`src/rtl/sts_pkg.sv`:
```
package sts_pkg;
   localparam int BR_W     = 5;
   localparam int BF_W     = 6;
   localparam int LOCK_BIT = 6;

   localparam logic [7:0] GAIN_HDR  = 8'h8A;
   localparam logic [7:0] RDIV_SEL  = 8'h0A;
   localparam logic [7:0] BR_HDR    = 8'hF0;
   localparam logic [7:0] BF_HDR    = 8'hC0;
   localparam logic [7:0] RSD_OFF   = 8'hC8;
   localparam logic [7:0] NO_FIELD  = 8'hFF;

   typedef enum logic [3:0] {
      ST_IDLE, ST_DIV, ST_GAIN0, ST_GAIN1, ST_DIVH, ST_DIVL,
      ST_BR0, ST_BR1, ST_BF0, ST_BF1, ST_SETTLE, ST_RSD,
      ST_POLL, ST_GAP, ST_FIN
   } seq_st_t;
endpackage

```
`src/rtl/sts_rdiv.sv`:
```
module sts_rdiv #(
   parameter int NUM_W     = 23,
   parameter int DEN_W     = 10,
   parameter bit ITERATIVE = 1'b1
) (
   input  logic             clk,
   input  logic             rst_n,
   input  logic             go,
   input  logic [NUM_W-1:0] num,
   input  logic [DEN_W-1:0] den,
   output logic             valid,
   output logic [NUM_W-1:0] quo
);
   localparam int CNT_W = $clog2(NUM_W + 1);

   logic [DEN_W-1:0] rem_w;

   if (NUM_W < 2) begin : g_chk_num
      $error("sts_rdiv: NUM_W must be at least 2");
   end

   if (ITERATIVE) begin : g_iter
      logic [DEN_W-1:0] acc;
      logic [NUM_W-1:0] sh;
      logic [CNT_W-1:0] cnt;
      logic             run;
      logic             vld;
      logic [DEN_W:0]   trial;
      logic             ge;

      assign trial = {acc, sh[NUM_W-1]};
      assign ge    = (trial >= {1'b0, den});

      always_ff @(posedge clk or negedge rst_n) begin
         if (!rst_n) begin
            acc <= '0;
            sh  <= '0;
            cnt <= '0;
            run <= 1'b0;
            vld <= 1'b0;
         end else begin
            vld <= 1'b0;
            if (go) begin
               sh  <= num;
               acc <= '0;
               cnt <= CNT_W'(NUM_W);
               run <= 1'b1;
            end else if (run) begin
               acc <= DEN_W'(ge ? trial - {1'b0, den} : trial);
               sh  <= {sh[NUM_W-2:0], ge};
               cnt <= cnt - 1'b1;
               if (cnt == CNT_W'(1)) begin
                  run <= 1'b0;
                  vld <= 1'b1;
               end
            end
         end
      end

      assign valid = vld;
      assign quo   = sh;
      assign rem_w = acc;
   end else begin : g_flat
      logic [NUM_W-1:0] q_r;
      logic [DEN_W-1:0] r_r;
      logic             vld;

      always_ff @(posedge clk or negedge rst_n) begin
         if (!rst_n) begin
            q_r <= '0;
            r_r <= '0;
            vld <= 1'b0;
         end else begin
            vld <= go;
            if (go) begin
               q_r <= num / NUM_W'(den);
               r_r <= DEN_W'(num % NUM_W'(den));
            end
         end
      end

      assign valid = vld;
      assign quo   = q_r;
      assign rem_w = r_r;
   end

   // a finished division leaves a remainder below the divisor
   a_r1_rem_below_den: assert property (@(posedge clk) disable iff (!rst_n)
      valid |-> (rem_w < den));
endmodule

```
`src/rtl/sts_timer.sv`:
```
module sts_timer #(
   parameter int CW = 8
) (
   input  logic          clk,
   input  logic          rst_n,
   input  logic          load,
   input  logic [CW-1:0] val,
   output logic          zero
);
   logic [CW-1:0] cnt;

   if (CW < 1) begin : g_chk_cw
      $error("sts_timer: CW must be positive");
   end

   always_ff @(posedge clk or negedge rst_n) begin
      if (!rst_n)             cnt <= '0;
      else if (load)          cnt <= val;
      else if (cnt != '0)     cnt <= cnt - 1'b1;
   end

   assign zero = (cnt == '0);

   // a loaded non-zero wait is never reported as elapsed on the next cycle
   a_r7_wait_nonzero: assert property (@(posedge clk) disable iff (!rst_n)
      load && (val != '0) |=> !zero);
endmodule

```
`src/rtl/sat_tune_seq.sv`:
```
module sat_tune_seq
   import sts_pkg::*;
#(
   parameter int FREQ_W      = 22,
   parameter int XTAL_KHZ    = 10111,
   parameter int REF_DIV     = 10,
   parameter int F_MIN       = 950000,
   parameter int F_MAX       = 2175000,
   parameter int CP_EDGE_LO  = 1250000,
   parameter int CP_EDGE_HI  = 1750000,
   parameter int CYC_PER_MS  = 27000,
   parameter int RSD_WAIT_MS = 1,
   parameter int POLL_GAP_MS = 10,
   parameter int POLL_MAX    = 20,
   parameter bit ITER_DIV    = 1'b1
) (
   input  logic              clk,
   input  logic              rst_n,
   input  logic              start,
   input  logic [FREQ_W-1:0] freq_khz,
   input  logic [BR_W-1:0]   br_code,
   input  logic [BF_W-1:0]   bf_code,
   input  logic              loop_off,
   output logic              tx_req,
   output logic              tx_first,
   output logic              tx_last,
   output logic              tx_read,
   output logic [7:0]        tx_data,
   input  logic              tx_ack,
   input  logic              tx_nack,
   input  logic [7:0]        rx_data,
   output logic              busy,
   output logic              done,
   output logic              locked,
   output logic              error,
   output logic [FREQ_W-1:0] prog_freq
);
   localparam int FCMP     = XTAL_KHZ / REF_DIV;
   localparam int DEN_W    = $clog2(FCMP + 1);
   localparam int NUM_W    = FREQ_W + 1;
   localparam int SETTLE_N = RSD_WAIT_MS * CYC_PER_MS;
   localparam int GAP_N    = POLL_GAP_MS * CYC_PER_MS;
   localparam int LONG_N   = (GAP_N > SETTLE_N) ? GAP_N : SETTLE_N;
   localparam int TMR_W    = $clog2(LONG_N + 1);
   localparam int PC_W     = $clog2(POLL_MAX + 1);

   localparam logic [DEN_W-1:0]  FCMP_V   = DEN_W'(FCMP);
   localparam logic [NUM_W-1:0]  HALF_V   = NUM_W'(FCMP / 2);
   localparam logic [FREQ_W-1:0] FMIN_V   = FREQ_W'(F_MIN);
   localparam logic [FREQ_W-1:0] FMAX_V   = FREQ_W'(F_MAX);
   localparam logic [FREQ_W-1:0] CPLO_V   = FREQ_W'(CP_EDGE_LO);
   localparam logic [FREQ_W-1:0] CPHI_V   = FREQ_W'(CP_EDGE_HI);
   localparam logic [TMR_W-1:0]  SETTLE_V = TMR_W'(SETTLE_N);
   localparam logic [TMR_W-1:0]  GAP_V    = TMR_W'(GAP_N);
   localparam logic [PC_W-1:0]   LAST_PV  = PC_W'(POLL_MAX - 1);

   if (F_MAX + FCMP >= (1 << FREQ_W)) begin : g_chk_width
      $error("sat_tune_seq: FREQ_W too narrow for the tuning band");
   end
   if (NUM_W < 16) begin : g_chk_div
      $error("sat_tune_seq: divider field needs at least 15 quotient bits");
   end
   if (POLL_MAX < 1 || SETTLE_N < 1 || GAP_N < 1) begin : g_chk_poll
      $error("sat_tune_seq: poll budget and waits must be positive");
   end

   seq_st_t st, st_n;

   logic [BR_W-1:0]   br_l;
   logic [BF_W-1:0]   bf_l;
   logic              loop_l;
   logic [1:0]        cpc;
   logic [14:0]       quo_l;
   logic [7:0]        br_last, bf_last;
   logic [PC_W-1:0]   poll_cnt;
   logic              err_r, lock_r;

   logic              out_rng, br_chg, bf_chg;
   logic              accept, set_err, set_lock, keep_br, keep_bf, poll_inc;
   logic              div_go, div_vld;
   logic [NUM_W-1:0]  div_quo;
   logic [FREQ_W-1:0] prog_calc;
   logic              tmr_load, tmr_zero;
   logic [TMR_W-1:0]  tmr_val;
   logic [1:0]        cpc_in;
   logic              unused_rx_bits;

   assign unused_rx_bits = ^rx_data;

   assign out_rng   = (freq_khz < FMIN_V) || (freq_khz >= FMAX_V);
   assign cpc_in    = (freq_khz < CPLO_V) ? 2'd0 : (freq_khz < CPHI_V) ? 2'd1 : 2'd2;
   assign br_chg    = ({3'b000, br_l} != br_last);
   assign bf_chg    = ({2'b00, bf_l} != bf_last);
   assign prog_calc = FREQ_W'(div_quo * NUM_W'(FCMP));

   sts_rdiv #(.NUM_W(NUM_W), .DEN_W(DEN_W), .ITERATIVE(ITER_DIV)) i_div (
      .clk   (clk),
      .rst_n (rst_n),
      .go    (div_go),
      .num   ({1'b0, freq_khz} + HALF_V),
      .den   (FCMP_V),
      .valid (div_vld),
      .quo   (div_quo)
   );

   sts_timer #(.CW(TMR_W)) i_tmr (
      .clk   (clk),
      .rst_n (rst_n),
      .load  (tmr_load),
      .val   (tmr_val),
      .zero  (tmr_zero)
   );

   // next state
   always_comb begin
      st_n     = st;
      accept   = 1'b0;
      set_err  = 1'b0;
      set_lock = 1'b0;
      keep_br  = 1'b0;
      keep_bf  = 1'b0;
      poll_inc = 1'b0;
      div_go   = 1'b0;
      tmr_load = 1'b0;
      tmr_val  = '0;
      case (st)
         ST_IDLE: begin
            if (start) begin
               accept = 1'b1;
               if (out_rng) begin
                  set_err = 1'b1;
                  st_n    = ST_FIN;
               end else begin
                  div_go = 1'b1;
                  st_n   = ST_DIV;
               end
            end
         end
         ST_DIV:    if (div_vld)  st_n = ST_GAIN0;
         ST_SETTLE: if (tmr_zero) st_n = ST_RSD;
         ST_GAP:    if (tmr_zero) st_n = ST_POLL;
         ST_FIN:    st_n = ST_IDLE;
         default: begin
            if (tx_ack) begin
               if (tx_nack) begin
                  set_err = 1'b1;
                  st_n    = ST_FIN;
               end else begin
                  case (st)
                     ST_GAIN0: st_n = ST_GAIN1;
                     ST_GAIN1: st_n = ST_DIVH;
                     ST_DIVH:  st_n = ST_DIVL;
                     ST_DIVL:  st_n = br_chg ? ST_BR0 : (bf_chg ? ST_BF0 : ST_POLL);
                     ST_BR0:   st_n = ST_BR1;
                     ST_BR1: begin
                        keep_br = 1'b1;
                        st_n    = bf_chg ? ST_BF0 : ST_POLL;
                     end
                     ST_BF0:   st_n = ST_BF1;
                     ST_BF1: begin
                        keep_bf  = 1'b1;
                        tmr_load = 1'b1;
                        tmr_val  = SETTLE_V;
                        st_n     = ST_SETTLE;
                     end
                     ST_RSD:   st_n = ST_POLL;
                     ST_POLL: begin
                        poll_inc = 1'b1;
                        if (rx_data[LOCK_BIT]) begin
                           set_lock = 1'b1;
                           st_n     = ST_FIN;
                        end else if (poll_cnt == LAST_PV) begin
                           st_n = ST_FIN;
                        end else begin
                           tmr_load = 1'b1;
                           tmr_val  = GAP_V;
                           st_n     = ST_GAP;
                        end
                     end
                     default:  st_n = ST_FIN;
                  endcase
               end
            end
         end
      endcase
   end

   always_ff @(posedge clk or negedge rst_n) begin
      if (!rst_n) begin
         st        <= ST_IDLE;
         br_l      <= '0;
         bf_l      <= '0;
         loop_l    <= 1'b0;
         cpc       <= 2'd0;
         quo_l     <= '0;
         prog_freq <= '0;
         br_last   <= NO_FIELD;
         bf_last   <= NO_FIELD;
         poll_cnt  <= '0;
         err_r     <= 1'b0;
         lock_r    <= 1'b0;
      end else begin
         st <= st_n;
         if (accept) begin
            br_l     <= br_code;
            bf_l     <= bf_code;
            loop_l   <= loop_off;
            cpc      <= cpc_in;
            poll_cnt <= '0;
            lock_r   <= 1'b0;
            err_r    <= set_err;
         end else begin
            if (set_err)  err_r  <= 1'b1;
            if (set_lock) lock_r <= 1'b1;
         end
         if (st == ST_DIV && div_vld) begin
            quo_l     <= div_quo[14:0];
            prog_freq <= prog_calc;
         end
         if (keep_br)  br_last  <= {3'b000, br_l};
         if (keep_bf)  bf_last  <= {2'b00, bf_l};
         if (poll_inc) poll_cnt <= poll_cnt + 1'b1;
      end
   end

   // byte presented to the bus master
   always_comb begin
      tx_req   = 1'b1;
      tx_first = 1'b0;
      tx_last  = 1'b0;
      tx_read  = 1'b0;
      tx_data  = 8'h00;
      case (st)
         ST_GAIN0: begin tx_first = 1'b1; tx_data = GAIN_HDR | {7'd0, loop_l}; end
         ST_GAIN1: begin tx_last  = 1'b1; tx_data = RDIV_SEL | {1'b0, cpc, 5'd0}; end
         ST_DIVH:  begin tx_first = 1'b1; tx_data = {1'b0, quo_l[14:8]}; end
         ST_DIVL:  begin tx_last  = 1'b1; tx_data = quo_l[7:0]; end
         ST_BR0:   begin tx_first = 1'b1; tx_data = BR_HDR; end
         ST_BR1:   begin tx_last  = 1'b1; tx_data = {1'b0, br_l, 2'b00}; end
         ST_BF0:   begin tx_first = 1'b1; tx_data = BF_HDR; end
         ST_BF1:   begin tx_last  = 1'b1; tx_data = {1'b0, bf_l, 1'b0}; end
         ST_RSD:   begin tx_first = 1'b1; tx_last = 1'b1; tx_data = RSD_OFF; end
         ST_POLL:  begin tx_first = 1'b1; tx_last = 1'b1; tx_read = 1'b1; end
         default:  tx_req = 1'b0;
      endcase
   end

   assign busy   = (st != ST_IDLE);
   assign done   = (st == ST_FIN);
   assign error  = err_r;
   assign locked = lock_r;

   a_r11_req_hold: assert property (@(posedge clk) disable iff (!rst_n)
      tx_req && !tx_ack |=> tx_req && $stable(tx_data) && $stable(tx_first)
                            && $stable(tx_last) && $stable(tx_read));

   a_r10_done_pulse: assert property (@(posedge clk) disable iff (!rst_n)
      done |=> !done && !busy);

   a_r10_start_ignored: assert property (@(posedge clk) disable iff (!rst_n)
      busy && !done && start |=> busy);

   a_r2_reject: assert property (@(posedge clk) disable iff (!rst_n)
      start && !busy && ((freq_khz < FMIN_V) || (freq_khz >= FMAX_V))
      |=> error && done && !tx_req);

   a_r9_nack_abort: assert property (@(posedge clk) disable iff (!rst_n)
      tx_req && tx_ack && tx_nack |=> error && done && !tx_req);

   a_r8_lock_stop: assert property (@(posedge clk) disable iff (!rst_n)
      tx_req && tx_read && tx_ack && !tx_nack && rx_data[LOCK_BIT]
      |=> locked && done && !error);
endmodule

```
`config.mk`:
```
export PLATFORM = sky130hd
export DESIGN_NAME = sat_tune_seq
export DESIGN_NICKNAME = d
export VERILOG_FILES = /design/src/rtl/sts_pkg.sv /design/src/rtl/sts_rdiv.sv /design/src/rtl/sts_timer.sv /design/src/rtl/sat_tune_seq.sv
export SDC_FILE = /design/constraint.sdc
export NUM_CORES = 1
export LEC_CHECK = 0
export ABC_CLOCK_PERIOD_IN_PS = 12700
export BUFFER_PORTS_ARGS = -buffer_cell sky130_fd_sc_hd__buf_2
export CORE_MARGIN = 4
export CORE_UTILIZATION = 36
export DETAILED_ROUTE_END_ITERATION = 12
export SLEW_MARGIN = 20
export SYNTH_ARGS = -nofsm -noshare
export SYNTH_HDL_FRONTEND = slang
export SYNTH_SLANG_ARGS = --single-unit
```
`constraint.sdc`:
```
create_clock -name clk -period 12.7 [get_ports clk]
set_input_delay 1.905 -clock clk [delete_from_list [all_inputs] [get_ports clk]]
set_output_delay 1.905 -clock clk [all_outputs]
set_load 0.01 [all_outputs]
```
# After elaboration in Yosys (flattened, before gate mapping)
# Index checks and enable logic that the tools add are counted.
# W data, S select, Z words.
# totals
out_inout_bits	38
ff_bits	137
inputBits	47
wordCells	148
# op_classes
add_sub_neg	5
n_reduce_logical	18
mul	1
order_cmp	5
n_eq_ne	22
mux	79
# op_table
cell	n
$mux W19	7
$pmux W8 S9	1
$mux W23	2
$lt A22 B21 Y1 const B	2
$mux W1	44
$pmux W4 S10	1
$pmux W19 S2	1
$mux W4	8
$mux W10	3
$eq A4 B4 Y1 const B	7
$add A22 B9 Y23 const B	1
$mul A23 B10 Y22 const B	1
$ge A22 B22 Y1 const B	1
$lt A22 B20 Y1 const B	1
$mux W5	4
$pmux W4 S5	1
$logic_not A19 Y1	1
$reduce_bool A19 Y1	1
$sub A19 B1 Y19 const B	1
$eq A4 B3 Y1 const B	4
$reduce_or A6 Y1	2
$ge A11 B10 Y1 const B	1
$reduce_bool A2 Y1	5
$reduce_or A10 Y1	1
22 further kinds	29

# Depth between registers and ports, before layout
# logic_depth
word_depth	8
mapped_depth	19
mapped_depth_nobuf	19

# Modules after synthesis
# From an unflattened synthesis, not the netlist that was laid out.
# unflattened
cells_unflattened	1198
area_unflattened_um2	10875.4
# modules_own_cells
module	cells_each	instances	seq_area_each_um2	area_per_inst_um2
sat_tune_seq	830	1	1868.0	7312.0
sts_rdiv	258	1	1001.0	2503.7
sts_timer	110	1	475.5	1059.8

# Worst setup path after synthesis
# No wires, ideal clock.
# synth_path
path_type	register -> register
from	reg i_div.g_iter.sh[6] (netlist: i_div.quo[6])
to	reg prog_freq[21]
period_less_slack_ps	5069
arrival_ps	4936
t_required_ps	12567
slack_ps	7631
n_path_buf	0
setup_time_ps	133
path_stages_with_launch	18
path_cell_list	dfrtp_1 fa_1 inv_1 fa_1 inv_1 fa_1 fa_1 inv_1 fa_1 inv_1 ha_1 and4_1 a21o_1 o221a_2 a211oi_1 a21oi_1 xnor2_1 o21ai_0
# synth_between
elab_chain_cells	1
# synth_lines
item	line	source
start, declared	sts_rdiv.sv:24	logic [NUM_W-1:0] sh;
start signal, assigned	sts_rdiv.sv:44	sh <= num;
start signal, assigned	sts_rdiv.sv:50	sh <= {sh[NUM_W-2:0], ge};
$mul A23 B10 Y22	sat_tune_seq.sv:94	assign prog_calc = FREQ_W'(div_quo * NUM_W'(FCMP));
end signal, assigned	sat_tune_seq.sv:218	prog_freq <= prog_calc;
end, declared	sat_tune_seq.sv:36	output logic [FREQ_W-1:0] prog_freq
# Every way passes these cells.
# A chain may end at the register's enable or synchronous reset.

# Worst setup path after layout
# layout_path
from	reg i_div.g_iter.sh[8] (netlist: i_div.quo[8])
to	reg prog_freq[21]
# The elaborated chain is that of the path after synthesis.

==> flow_summary.toml <==
[run_status]
outcome = "finished clean"

[floorplan]
placeableCoreArea_sq_um = 27700
dieHeight_um = 175
initial_utilization_pct = 36.4
floorplan.io_pins = 85
placementRows = 61
die_width_um = 175
floorplan.die_area_sq_um = 30800

[synth]
post_synth_num_cell_types = 64
yosysTopAreaCellShare_pct = 29.8
register_bit_total_from_synthesis = 133
post-synth-top-count-cell = "sky130_fd_sc_hd__nand2_1"
syn-cell-area_sq_um = 10100
number_of_enable_flip_flop_cells_after_synthesis = 0
synth_fp_nets = 1257
synthesis.yosys.warnings = 0
synth.largest_area_cell = "sky130_fd_sc_hd__dfrtp_1"
ys_top_cells_by_area = "sky130_fd_sc_hd__dfrtp_1 30%, sky130_fd_sc_hd__fa_1 14%, sky130_fd_sc_hd__ha_1 6.6%, sky130_fd_sc_hd__o21ai_0 5.3%, sky130_fd_sc_hd__nand2_1 5.1%"
post_synth.cell_area_avg_sq_um = 9.29
ys_seq_area_share_pct = 33.1
async_reset_ff_share_pct = 100
synthTopCellsByCount = "138 x sky130_fd_sc_hd__nand2_1, 124 x sky130_fd_sc_hd__inv_1, 120 x sky130_fd_sc_hd__dfrtp_1"
synth_cells = 1087
postSynth.topFlopCell = "sky130_fd_sc_hd__dfrtp_1"

[sta]
layout_min_cycle_time_ns = 5.66
rsz0062_at_grt = "false"
final-hold-violation-count = 0
fin_ws_ns = 7.04
finalMaxSlewViolations = 0
timing.slew.headroom_pct = 37.2
worst_clock_skew_ns = 0.0122
finalCritPeriodShare_pct = 44.5
achievable-frequency_ghz = 0.177
timing_worst_slew_pin_value_ns = 0.941
setup_violations = 0
setup-tns-final_ns = 0

[clock_tree]
cts.clk_slew.worst_paths_ns = 0.06
cts-root-to-sink-buffers = 2
clock-root-buffer = "sky130_fd_sc_hd__clkbuf_16"
cts_tree = "yes"
htreeDepth = 4
clk-insertion-delay-late_ns = 0.43
cts.repair_timing.setup_buffer_count = 0
numCtsBuffers = 17
cts.sink_count = 133
cts_hold_repair.buffers = 0
cts_repair_resize_count = 0

[worst_setup_path]
worstPathMaxFanout = 8
cp-start-kind = "register"
critical_path_arrival_ns = 5.94
critPathRequiredTime_ns = 12.98
type_of_element_capturing_the_critical_path = "register"
worstSetupPathType = "reg -> reg"

[routing]
vias_per_std_cell = 5.10
drt_first_iter_violations = 470
firstDrtPassIters = 6
detail-route-antenna-nets = 0
route.final.wire_length_mm = 23.4
wire_per_inst_um = 15.3
drc_errors = 0
detailroute.via_count = 7813

[finish]
antennaDiodeCount = 0
fillers = 2745
layout-drive-gt1-share_pct = 13.9
postLayoutCoreUtil_pct = 41.3
layout.cell_area.non_filler_sq_um = 11400
area_delta_synth_final_pct = 13.2
final_nets = 1312

[placement]
place_ws_ns = 6.99
placed_area_sq_um = 10800
port_buffers = 77
place_hpwl_mm = 17.5
place.gp.congestion = 0.861

[global_routing]
grt_pass1_wl_mm = 40.4
grt_max_degree = 70
grt_util_all_layers_pct = 16.1
gr-total-overflow = 0
first_global_vias = 7971
grt_antenna_before_repair = 0

[run]
max_cap_violations = 0

[min_path]
timing.hold.worst.class = "reg -> reg"
==> placed cells by master, fill, tap and decap left out, drive strengths merged, types with 14 or more instances in the layout <==
cell,instances
xor2,28
buf,82
a211oi,14
fa,70
o21ai,106
nand2,138
nor2b,14
mux2i,27
dfrtp,120
nor2,53
nand3,23
mux2,22
clkbuf,19
xnor2,50
ha,53
inv,131
a21oi,36
==> metal layers <==
| metal | share of wire, % | GRT usage, % | up-vias |
|---|---|---|---|
| met3 | 4.9 | 3.59 | 20 |
| met1 | 49 | 23.0 | 3838 |
| met4 | 1.1 | 3.57 | 0 |
| met2 | 45 | 25.1 | 161 |
| met5 | 0 | 0 | - |
| li1 | - | - | 3794 |
==> critical path, stage by stage, from the launching register on <==
cell	delay (ns)
sky130_fd_sc_hd__dfrtp_1	0.56
sky130_fd_sc_hd__fa_1	0.62
sky130_fd_sc_hd__inv_1	0.08
sky130_fd_sc_hd__fa_1	0.53
sky130_fd_sc_hd__inv_1	0.06
sky130_fd_sc_hd__fa_1	0.50
sky130_fd_sc_hd__fa_1	0.55
sky130_fd_sc_hd__inv_1	0.06
sky130_fd_sc_hd__fa_1	0.50
sky130_fd_sc_hd__inv_1	0.04
sky130_fd_sc_hd__ha_1	0.35
sky130_fd_sc_hd__and4_1	0.23
sky130_fd_sc_hd__a21o_1	0.18
sky130_fd_sc_hd__o221a_2	0.22
sky130_fd_sc_hd__a211oi_1	0.59
sky130_fd_sc_hd__a21oi_1	0.17
sky130_fd_sc_hd__xnor2_1	0.20
sky130_fd_sc_hd__o21ai_0	0.09
==> cell type report <==
| class | count | area [sq um] | share of cell area, % |
|---|---|---|---|
| inverter | 124 | 465 | 4.07 |
| clock buffer | 19 | 453 | 3.96 |
| tap | 378 | 473 | 4.14 |
| timing repair buffer | 82 | 442 | 3.86 |
| clock inverter | 13 | 138 | 1.20 |
| sequential | 133 | 3350 | 29.3 |
| multi-input combinational | 784 | 6110 | 53.5 |
==> flip-flops by register name, indices dropped and copies added (netlist names), 6 cells and up <==
register and count:
i_div.quo 23, bf_last 7, i_div.g_iter.acc 10, br_last 6
prog_freq 22, bf_l 6, i_tmr.cnt 19, quo_l 14
==> stage by stage <==
step	cells	hold slack, ns
2_1_floorplan	1087	0.442
3_3_place_gp	1500	0.459
3_5_place_dp	1500	0.466
4_1_cts	1532	0.480
5_1_grt	1533	0.498
6_report	1533	0.471
==> kinds of logic (layout without fill, tap and decap cells) <==
family / count (synthesis) / count (layout) / synth area share (%)
compound gates: 230 / 230 / 14.0
buf+inv: 170 / 238 / 6.36
mux: 49 / 49 / 5.13
xor+xnor: 78 / 78 / 6.77
flops: 133 / 133 / 33.1
simple gates: 304 / 304 / 14.2
fa+ha+maj: 123 / 123 / 20.5
==> final timing paths <==
check,cells past startpoint,from,slack [ns],to
worst max register to register,17,i_div.quo[8]$_DFFE_PN0P_,7.04,prog_freq[21]$_DFFE_PN0P_
worst max-delay path,17,i_div.quo[8]$_DFFE_PN0P_,7.04,prog_freq[21]$_DFFE_PN0P_
worst min register to register,2,prog_freq[6]$_DFFE_PN0P_,0.47,prog_freq[6]$_DFFE_PN0P_
worst min-delay path,2,prog_freq[6]$_DFFE_PN0P_,0.47,prog_freq[6]$_DFFE_PN0P_
min in group asynchronous,1,rst_n,1.48,bf_l[0]$_DFFE_PN0P_
max in group asynchronous,2,rst_n,9.88,i_div.g_iter.run$_DFF_PN0_
Power is not shown: default switching activity piles up to over one toggle a cycle in this logic, so the estimate is an artifact.
